## src/rtl/nor_id_pkg.sv

```systemverilog
package nor_id_pkg;

  localparam int unsigned ID_W    = 24;
  localparam int unsigned BYTES_W = 32;
  localparam int unsigned CNT_W   = 16;

  localparam logic [7:0] OP_READ_ID     = 8'h9F;
  localparam logic [7:0] OP_ERASE_SMALL = 8'h20;
  localparam logic [7:0] OP_ERASE_SECT  = 8'hD8;
  localparam logic [7:0] TX_FILL        = 8'h00;
  localparam logic [BYTES_W-1:0] SMALL_UNIT = 32'd4096;

  typedef struct packed {
    logic [ID_W-1:0]    id;
    logic [BYTES_W-1:0] sect_bytes;
    logic [CNT_W-1:0]   sect_cnt;
    logic               small_ok;
  } cat_row_t;

  typedef struct packed {
    logic [BYTES_W-1:0] sect_bytes;
    logic [CNT_W-1:0]   sect_cnt;
    logic [BYTES_W-1:0] total_bytes;
    logic [7:0]         erase_op;
    logic [BYTES_W-1:0] erase_unit;
  } geo_t;

  typedef enum logic [1:0] {PS_IDLE, PS_ID, PS_SCAN, PS_DONE} probe_state_t;

  localparam int unsigned CAT_ROWS = 8;

  // Catalogue of known parts; a zero code marks a row that can never hit.
  function automatic cat_row_t cat_row(input int unsigned k);
    cat_row_t r;
    r = '0;
    case (k)
      0: r = '{id: 24'h000000, sect_bytes: 32'd65536,  sect_cnt: 16'd16,  small_ok: 1'b0};
      1: r = '{id: 24'h1F6601, sect_bytes: 32'd32768,  sect_cnt: 16'd4,   small_ok: 1'b1};
      2: r = '{id: 24'h010215, sect_bytes: 32'd65536,  sect_cnt: 16'd64,  small_ok: 1'b0};
      3: r = '{id: 24'hBF258D, sect_bytes: 32'd65536,  sect_cnt: 16'd8,   small_ok: 1'b1};
      4: r = '{id: 24'h202010, sect_bytes: 32'd32768,  sect_cnt: 16'd2,   small_ok: 1'b0};
      5: r = '{id: 24'h202018, sect_bytes: 32'd262144, sect_cnt: 16'd64,  small_ok: 1'b0};
      6: r = '{id: 24'hEF3017, sect_bytes: 32'd65536,  sect_cnt: 16'd128, small_ok: 1'b1};
      7: r = '{id: 24'h208015, sect_bytes: 32'd65536,  sect_cnt: 16'd32,  small_ok: 1'b1};
      default: r = '0;
    endcase
    return r;
  endfunction

endpackage

```

## src/rtl/nor_id_xfer.sv

```systemverilog
module nor_id_xfer
  import nor_id_pkg::*;
#(
  parameter int unsigned ID_BYTES = 3,
  localparam int unsigned XFERS   = ID_BYTES + 1,
  localparam int unsigned SEQ_W   = $clog2(XFERS),
  localparam int unsigned WORD_W  = ID_BYTES * 8
) (
  input  logic              clk,
  input  logic              rst_n,
  input  logic              go,
  output logic              xfer_req,
  output logic [7:0]        xfer_tx,
  output logic              xfer_last,
  input  logic              xfer_done,
  input  logic [7:0]        xfer_rx,
  output logic              id_done,
  output logic [WORD_W-1:0] id_word
);

  localparam logic [SEQ_W-1:0] SEQ_LAST = SEQ_W'(XFERS - 1);

  logic              busy_q, busy_d;
  logic [SEQ_W-1:0]  seq_q, seq_d;
  logic [WORD_W-1:0] shr_q, shr_d;
  logic              step;

  assign step      = busy_q && xfer_done;
  assign xfer_req  = busy_q;
  assign xfer_tx   = (seq_q == '0) ? OP_READ_ID : TX_FILL;
  assign xfer_last = busy_q && (seq_q == SEQ_LAST);
  assign id_word   = {shr_q[WORD_W-9:0], xfer_rx};
  assign id_done   = step && (seq_q == SEQ_LAST);

  always_comb begin
    busy_d = busy_q;
    seq_d  = seq_q;
    shr_d  = shr_q;
    if (go && !busy_q) begin
      busy_d = 1'b1;
      seq_d  = '0;
      shr_d  = '0;
    end else if (step) begin
      if (seq_q != '0) shr_d = id_word;
      if (seq_q == SEQ_LAST) begin
        busy_d = 1'b0;
        seq_d  = '0;
      end else begin
        seq_d = seq_q + 1'b1;
      end
    end
  end

  always_ff @(posedge clk or negedge rst_n) begin
    if (!rst_n) begin
      busy_q <= 1'b0;
      seq_q  <= '0;
      shr_q  <= '0;
    end else begin
      busy_q <= busy_d;
      seq_q  <= seq_d;
      shr_q  <= shr_d;
    end
  end

  AST_FIRST_IS_OPCODE: assert property (@(posedge clk) disable iff (!rst_n)
    $rose(xfer_req) |-> xfer_tx == OP_READ_ID) else $error("AST_FIRST_IS_OPCODE");
  AST_LAST_WITH_REQ: assert property (@(posedge clk) disable iff (!rst_n)
    xfer_last |-> xfer_req) else $error("AST_LAST_WITH_REQ");

endmodule

```

## src/rtl/nor_id_catalog.sv

```systemverilog
module nor_id_catalog
  import nor_id_pkg::*;
#(
  parameter int unsigned ROWS  = CAT_ROWS,
  parameter int unsigned IDX_W = 3
) (
  input  logic [IDX_W-1:0] idx,
  input  logic [ID_W-1:0]  probe_id,
  output logic             hit,
  output geo_t             geo
);

  cat_row_t row;

  always_comb begin
    row = cat_row(int'(idx));
    hit = (int'(idx) < ROWS) && (row.id != '0) && (row.id == probe_id);
    geo.sect_bytes  = row.sect_bytes;
    geo.sect_cnt    = row.sect_cnt;
    geo.total_bytes = row.sect_bytes * BYTES_W'(row.sect_cnt);
    if (row.small_ok) begin
      geo.erase_op   = OP_ERASE_SMALL;
      geo.erase_unit = SMALL_UNIT;
    end else begin
      geo.erase_op   = OP_ERASE_SECT;
      geo.erase_unit = row.sect_bytes;
    end
  end

endmodule

```

## src/rtl/nor_id_probe.sv

```systemverilog
module nor_id_probe
  import nor_id_pkg::*;
#(
  parameter int unsigned ROWS      = CAT_ROWS,
  localparam int unsigned IDX_W    = (ROWS > 1) ? $clog2(ROWS) : 1
) (
  input  logic                clk,
  input  logic                rst_n,
  input  logic                probe_start,
  input  logic                expect_en,
  input  logic [ID_W-1:0]     expect_id,
  output logic                xfer_req,
  output logic [7:0]          xfer_tx,
  output logic                xfer_last,
  input  logic                xfer_done,
  input  logic [7:0]          xfer_rx,
  output logic                res_valid,
  output logic                res_known,
  output logic                res_unknown,
  output logic                res_mismatch,
  output logic [ID_W-1:0]     dev_id,
  output logic [BYTES_W-1:0]  sect_bytes,
  output logic [CNT_W-1:0]    sect_cnt,
  output logic [BYTES_W-1:0]  total_bytes,
  output logic [7:0]          erase_op,
  output logic [BYTES_W-1:0]  erase_unit
);

  localparam logic [IDX_W-1:0] IDX_LAST = IDX_W'(ROWS - 1);

  probe_state_t      state_q, state_d;
  logic [IDX_W-1:0]  idx_q, idx_d;
  logic              valid_q, valid_d, known_q, known_d;
  logic              unk_q, unk_d, mis_q, mis_d;
  logic [ID_W-1:0]   id_q, id_d;
  geo_t              geo_q, geo_d, row_geo;
  logic              go, id_done, hit;
  logic [ID_W-1:0]   id_word;

  assign go = probe_start && ((state_q == PS_IDLE) || (state_q == PS_DONE));

  nor_id_xfer #(.ID_BYTES(ID_W / 8)) xfer_i (
    .clk, .rst_n, .go,
    .xfer_req, .xfer_tx, .xfer_last, .xfer_done, .xfer_rx,
    .id_done, .id_word
  );

  nor_id_catalog #(.ROWS(ROWS), .IDX_W(IDX_W)) cat_i (
    .idx(idx_q), .probe_id(id_q), .hit, .geo(row_geo)
  );

  always_comb begin
    state_d = state_q;
    idx_d   = idx_q;
    valid_d = valid_q;
    known_d = known_q;
    unk_d   = unk_q;
    mis_d   = mis_q;
    id_d    = id_q;
    geo_d   = geo_q;
    case (state_q)
      PS_IDLE, PS_DONE: begin
        if (go) begin
          state_d = PS_ID;
          valid_d = 1'b0;
          known_d = 1'b0;
          unk_d   = 1'b0;
          mis_d   = 1'b0;
          id_d    = '0;
          geo_d   = '0;
        end
      end
      PS_ID: begin
        if (id_done) begin
          id_d = id_word;
          if (expect_en && (id_word != expect_id)) begin
            mis_d   = 1'b1;
            valid_d = 1'b1;
            state_d = PS_DONE;
          end else begin
            idx_d   = '0;
            state_d = PS_SCAN;
          end
        end
      end
      PS_SCAN: begin
        if (hit) begin
          known_d = 1'b1;
          valid_d = 1'b1;
          geo_d   = row_geo;
          state_d = PS_DONE;
        end else if (idx_q == IDX_LAST) begin
          unk_d   = 1'b1;
          valid_d = 1'b1;
          state_d = PS_DONE;
        end else begin
          idx_d = idx_q + 1'b1;
        end
      end
      default: state_d = PS_IDLE;
    endcase
  end

  always_ff @(posedge clk or negedge rst_n) begin
    if (!rst_n) begin
      state_q <= PS_IDLE;
      idx_q   <= '0;
      valid_q <= 1'b0;
      known_q <= 1'b0;
      unk_q   <= 1'b0;
      mis_q   <= 1'b0;
      id_q    <= '0;
      geo_q   <= '0;
    end else begin
      state_q <= state_d;
      idx_q   <= idx_d;
      valid_q <= valid_d;
      known_q <= known_d;
      unk_q   <= unk_d;
      mis_q   <= mis_d;
      id_q    <= id_d;
      geo_q   <= geo_d;
    end
  end

  assign res_valid    = valid_q;
  assign res_known    = known_q;
  assign res_unknown  = unk_q;
  assign res_mismatch = mis_q;
  assign dev_id       = id_q;
  assign sect_bytes   = geo_q.sect_bytes;
  assign sect_cnt     = geo_q.sect_cnt;
  assign total_bytes  = geo_q.total_bytes;
  assign erase_op     = geo_q.erase_op;
  assign erase_unit   = geo_q.erase_unit;

  AST_ONE_OUTCOME: assert property (@(posedge clk) disable iff (!rst_n)
    res_valid |-> $countones({res_known, res_unknown, res_mismatch}) == 1) else $error("AST_ONE_OUTCOME");
  AST_NO_EMPTY_HIT: assert property (@(posedge clk) disable iff (!rst_n)
    res_known |-> dev_id != '0) else $error("AST_NO_EMPTY_HIT");
  AST_SMALL_UNIT: assert property (@(posedge clk) disable iff (!rst_n)
    (res_known && erase_op == OP_ERASE_SMALL) |-> erase_unit == SMALL_UNIT) else $error("AST_SMALL_UNIT");
  AST_MISMATCH_NO_GEO: assert property (@(posedge clk) disable iff (!rst_n)
    res_mismatch |-> (total_bytes == '0 && erase_op == '0 && sect_cnt == '0)) else $error("AST_MISMATCH_NO_GEO");
  AST_RESULT_HELD: assert property (@(posedge clk) disable iff (!rst_n)
    (res_valid && !probe_start) |=> (res_valid && $stable(dev_id) && $stable(total_bytes) && $stable(erase_op))) else $error("AST_RESULT_HELD");
  AST_SCAN_STEP: assert property (@(posedge clk) disable iff (!rst_n)
    (state_q == PS_SCAN && !hit && idx_q != IDX_LAST) |=> idx_q == $past(idx_q) + 1'b1) else $error("AST_SCAN_STEP");

endmodule

```

## config.mk

```make
export PLATFORM = sky130hd
export DESIGN_NAME = nor_id_probe
export DESIGN_NICKNAME = d
export VERILOG_FILES = /design/src/rtl/nor_id_pkg.sv /design/src/rtl/nor_id_xfer.sv /design/src/rtl/nor_id_catalog.sv /design/src/rtl/nor_id_probe.sv
export SDC_FILE = /design/constraint.sdc
export NUM_CORES = 1
export LEC_CHECK = 0
export BUFFER_PORTS_ARGS = -buffer_cell sky130_fd_sc_hd__buf_2
export CORE_AREA = 8 8 153 141
export DETAILED_ROUTE_END_ITERATION = 10
export DIE_AREA = 0 0 161 149
export HOLD_SLACK_MARGIN = 0.15
export PLACE_DENSITY = 0.54
export SYNTH_ARGS = -nofsm -noshare
export SYNTH_HDL_FRONTEND = slang
export SYNTH_SLANG_ARGS = --single-unit
```

## constraint.sdc

```tcl
create_clock -name clk -period 6.46 [get_ports clk]
set_input_delay 1.292 -clock clk [delete_from_list [all_inputs] [get_ports clk]]
set_output_delay 1.292 -clock clk [all_outputs]
set_load 0.05 [all_outputs]
```

==> results by group <==
Timing
  • RSZ-0062 raised after global routing: no
  • PnR worst setup slack: 1440 ps
  • Setup violation total in the final timing report: 0
  • Clock skew: ~6.7 ps
  • Max Clock Freq: 199 MHz
  • Rel. slew slack: 34.2%
  • Setup TNS: 0 ps
  • Period Utilization, post-route: 77.8%
  • Slew Limit Fails: 0
  • Slew of the pin with the lowest slew margin: 984 ps
  • Min Tclk post-route: 5020 ps
  • Final hold viol count: 0

Setup path
  • Launch point of the worst path: idx_q[1]
  • Required time worst endpoint: 6690 ps
  • CP most frequent cell: ha_1
  • CP endpoint kind: flop
  • Startpoint Class: flop
  • R2r startpoint: idx_q[1]
  • CP max-delay cell: dfrtp_1
  • Critical Path AT: 5260 ps
  • Crit path kind: flop to flop
  • Register-to-Register Path Depth: 19
  • Crit path max fanout: 10
  • Crit-path max cell delay: between 500 and 600 ps
  • Flop2flop setup slack: 1440 ps
  • Ordered list of cells on the worst path: inv_1 > ha_1 > nor2b_1 > a21oi_1 > nor2b_1 > ha_1 > inv_1 > fa_1 > inv_1 > ha_1 > ha_1 > ha_1 > fa_1 > a21oi_1 > o21bai_1 > a21o_1 > a21oi_1 > xor2_1 > a22o_1
  • Crit path to: total_bytes[26]
  • R2r endpoint: total_bytes[26]

Synthesis
  • Top-area cell type share of the netlist area: between 30% and 40%
  • Post-Syn Area: 5570 µm²
  • Post-synth EDFFs: 0
  • Area leader, netlist: dfrtp_1
  • Part of the Yosys area used for sequential elements: 35.0%
  • Syn Area/Cell: 9.86 µm²
  • Cells after synthesis: 565
  • Ys async rst share: 100%
  • Register bit total from synthesis: just under 80
  • Top post-synthesis cells by area: dfrtp_1, buf_4, ha_1, a22o_1, xor2_1
  • Synth cell types: between 50 and 60
  • Synth Warn #: 0
  • Top FF cell, synth: dfrtp_1

Final layout
  • # fillers: 2007
  • Synth-to-Final Area Change: 12.1%
  • Antenna diodes: 0
  • Share of cells above drive strength 1: between 10% and 20%
  • Nets: 744
  • Final core utilization: about a third

Clocking
  • # Post-CTS Setup Buffers: 0
  • H-tree levels: 3
  • Clock root cell: clkbuf_16
  • Clk_lat worst skew: between 300 and 400 ps
  • CTS tree: built
  • Clock buffer depth: 2
  • CTS buffer count: 9
  • CTS resizes: 0
  • # hold bufs at CTS: 0
  • Clk sink count: 78
  • Clk pin slew, worst setup/hold paths: around 60 ps

Route
  • 1st-pass router iterations: 4
  • Detailed-route wire length per cell: ~16 µm
  • Via density: approximately 4.5
  • Detailed Route WL: 14700 µm
  • Via count: 4076
  • Initial DRC Count: 207
  • Post-route DRC: 0
  • Post-DRT Antenna Nets: 0

Die
  • Row cnt: 48
  • Die Y-Extent: between 100 and 150 µm
  • Placeable Area: 18900 µm²
  • # IOs: 195
  • Die area: around 24000 µm²
  • Initial core utilization: 29.5%
  • Die width: 161 µm

Place
  • Pre-CTS setup slack: ~1400 ps
  • Port bufs: 103
  • RD Place Congestion: 0.812
  • Hpwl dp: 11700 µm

Global route
  • Largest net degree at the start of global routing: 55
  • GRT overflow: 0
  • First-pass GRT wire length: 22900 µm
  • Initial antenna violation count: 0
  • Total track usage: 12.1%
  • Vias in the first global route: 4014

Power
  • Pwr dens: between 400 and 500 nW/µm²
  • P_leak: 3.43 nW
  • Max VDD drop: 0.000301 V
  • Pwr Total: 2.57 mW

Run
  • Total of max-cap violations: 0

Status
  • Status: finished, final reports clean

Worst hold path
  • Worst min path class: flop to flop
[critical path: cells and delay by family (launching register included)]
family	cells	cell delay, ps
adder cells (fa/ha/maj)	7	2410
flip-flops	1	540
buffers and inverters	3	360
AND/OR/NAND/NOR	2	510
AO/OA/AOI/OAI	6	1000
XOR/XNOR	1	80
[metal layers]
metal | part of all wire (%) | global-route usage, %
met5 | 0 | 0
met4 | 0.92 | 3.05
met3 | 6.5 | 3.73
met2 | 43 | 17.1
met1 | 49 | 17.4
[cells in the mapped netlist, types with 2 or more instances]
library cell,instances
nand2b_1,3
xnor2_1,4
a21o_1,5
a31oi_1,3
or3_1,3
inv_1,23
o21bai_1,2
nand3_1,6
mux2i_1,10
o31a_1,2
a32o_1,4
a21oi_1,23
ha_1,51
nor2_1,22
fa_1,5
and2_1,7
clkbuf_1,11
nor4bb_1,2
and3_1,3
a22o_1,51
nand2_1,40
buf_2,7
o21ai_0,9
nand4_1,4
xor2_1,32
a2bb2oi_1,2
nor4_1,7
nor3_1,8
buf_4,102
nor2b_1,7
buf_6,2
dfrtp_1,78
o21a_1,3
o22ai_1,4
a211oi_1,4
[power by group]
| part | leakage, nW | internal [mW] | total, mW | switching, mW |
|---|---|---|---|---|
| Clock | 0.159 | 0.352 | 0.569 | 0.217 |
| Combinational | 2.22 | 0.358 | 1.28 | 0.924 |
| Sequential | 1.06 | 0.586 | 0.717 | 0.131 |
| Total | 3.43 | 1.30 | 2.57 | 1.27 |
[worst min path at each step]
| stage | start | end | slack (ps) | cells after the start |
|---|---|---|---|---|
| after detailed placement | res_valid | res_valid | 480 | 1 |
| final | res_valid | res_valid | 490 | 1 |
| after floorplan | xfer_i.shr_q[15] | dev_id[23] | 510 | 1 |
| after global placement | sect_bytes[18] | sect_bytes[18] | 490 | 1 |
| after global routing | erase_unit[15] | erase_unit[15] | 520 | 1 |
| after CTS | res_valid | res_valid | 490 | 1 |
[cells in the final DEF, fill, tap and decap left out, types with 2 or more instances in the layout]
cell,synthesis,final
bufinv_16,0,2
dfrtp_1,78,78
nor2_1,22,21
a21o_1,5,5
clkinv_4,0,2
nor4_1,7,7
a21oi_1,23,23
buf_4,102,3
xnor2_1,4,4
nor3_1,8,7
and2_1,7,7
xor2_1,32,32
and3_1,3,3
conb_1,1,93
nand3_1,6,6
fa_1,5,5
o21bai_1,2,2
ha_1,51,51
clkbuf_16,0,9
buf_2,7,102
a32o_1,4,4
a31oi_1,3,3
o22ai_1,4,4
a2bb2oi_1,2,2
nor2b_1,7,7
nand2_1,40,40
a211oi_1,4,4
nand4_1,4,4
or3_1,3,3
a22o_1,51,51
mux2i_1,10,10
inv_1,23,23
o31a_1,2,2
o21a_1,3,3
o21ai_0,9,9
nor4bb_1,2,2
nand2b_1,3,3
[sequential cells by signal, indices dropped and copies added (netlist names)]
signal and count:
res_mismatch 1, idx_q 3, dev_id 24, xfer_i.xfer_req 1, sect_bytes 3, res_unknown 1
res_valid 1, res_known 1, xfer_i.shr_q 16, state_q 2, xfer_i.seq_q 2, erase_unit 3
erase_op 2, sect_cnt 7, total_bytes 11
[area by class of cell]
type	instances	area [µm²]	share of cell area [%]
clock inverter	6	93.8	1.50
multi-input combinational	433	3020	48.4
tap	250	313	5.01
sequential	78	1950	31.3
inverter	24	90.1	1.44
timing repair buffer	105	533	8.54
clock buffer	10	239	3.83
[cell families (layout without fill, tap and decap cells)]
group / count (synthesis) / in the layout / synth area share (%)
AND/OR/NAND/NOR: 117 / 117 / 10.6
XOR/XNOR: 36 / 36 / 5.66
flip-flops: 78 / 78 / 35.0
AO/OA/AOI/OAI: 121 / 121 / 16.4
other: 1 / 93 / 0.0673
adder cells (fa/ha/maj): 56 / 56 / 13.3
buffers and inverters: 146 / 145 / 17.1
multiplexers: 10 / 10 / 1.80
[through the flow]
stage               instances  area [µm²]  hold slack, ps
floorplan                 657        5920             507
global placement          890        5910             486
detailed placement        890        5910             480
CTS                       906        6240             495
global route              906        6240             525
finish                    906        6240             493
(Power assumes the default switching activity.)
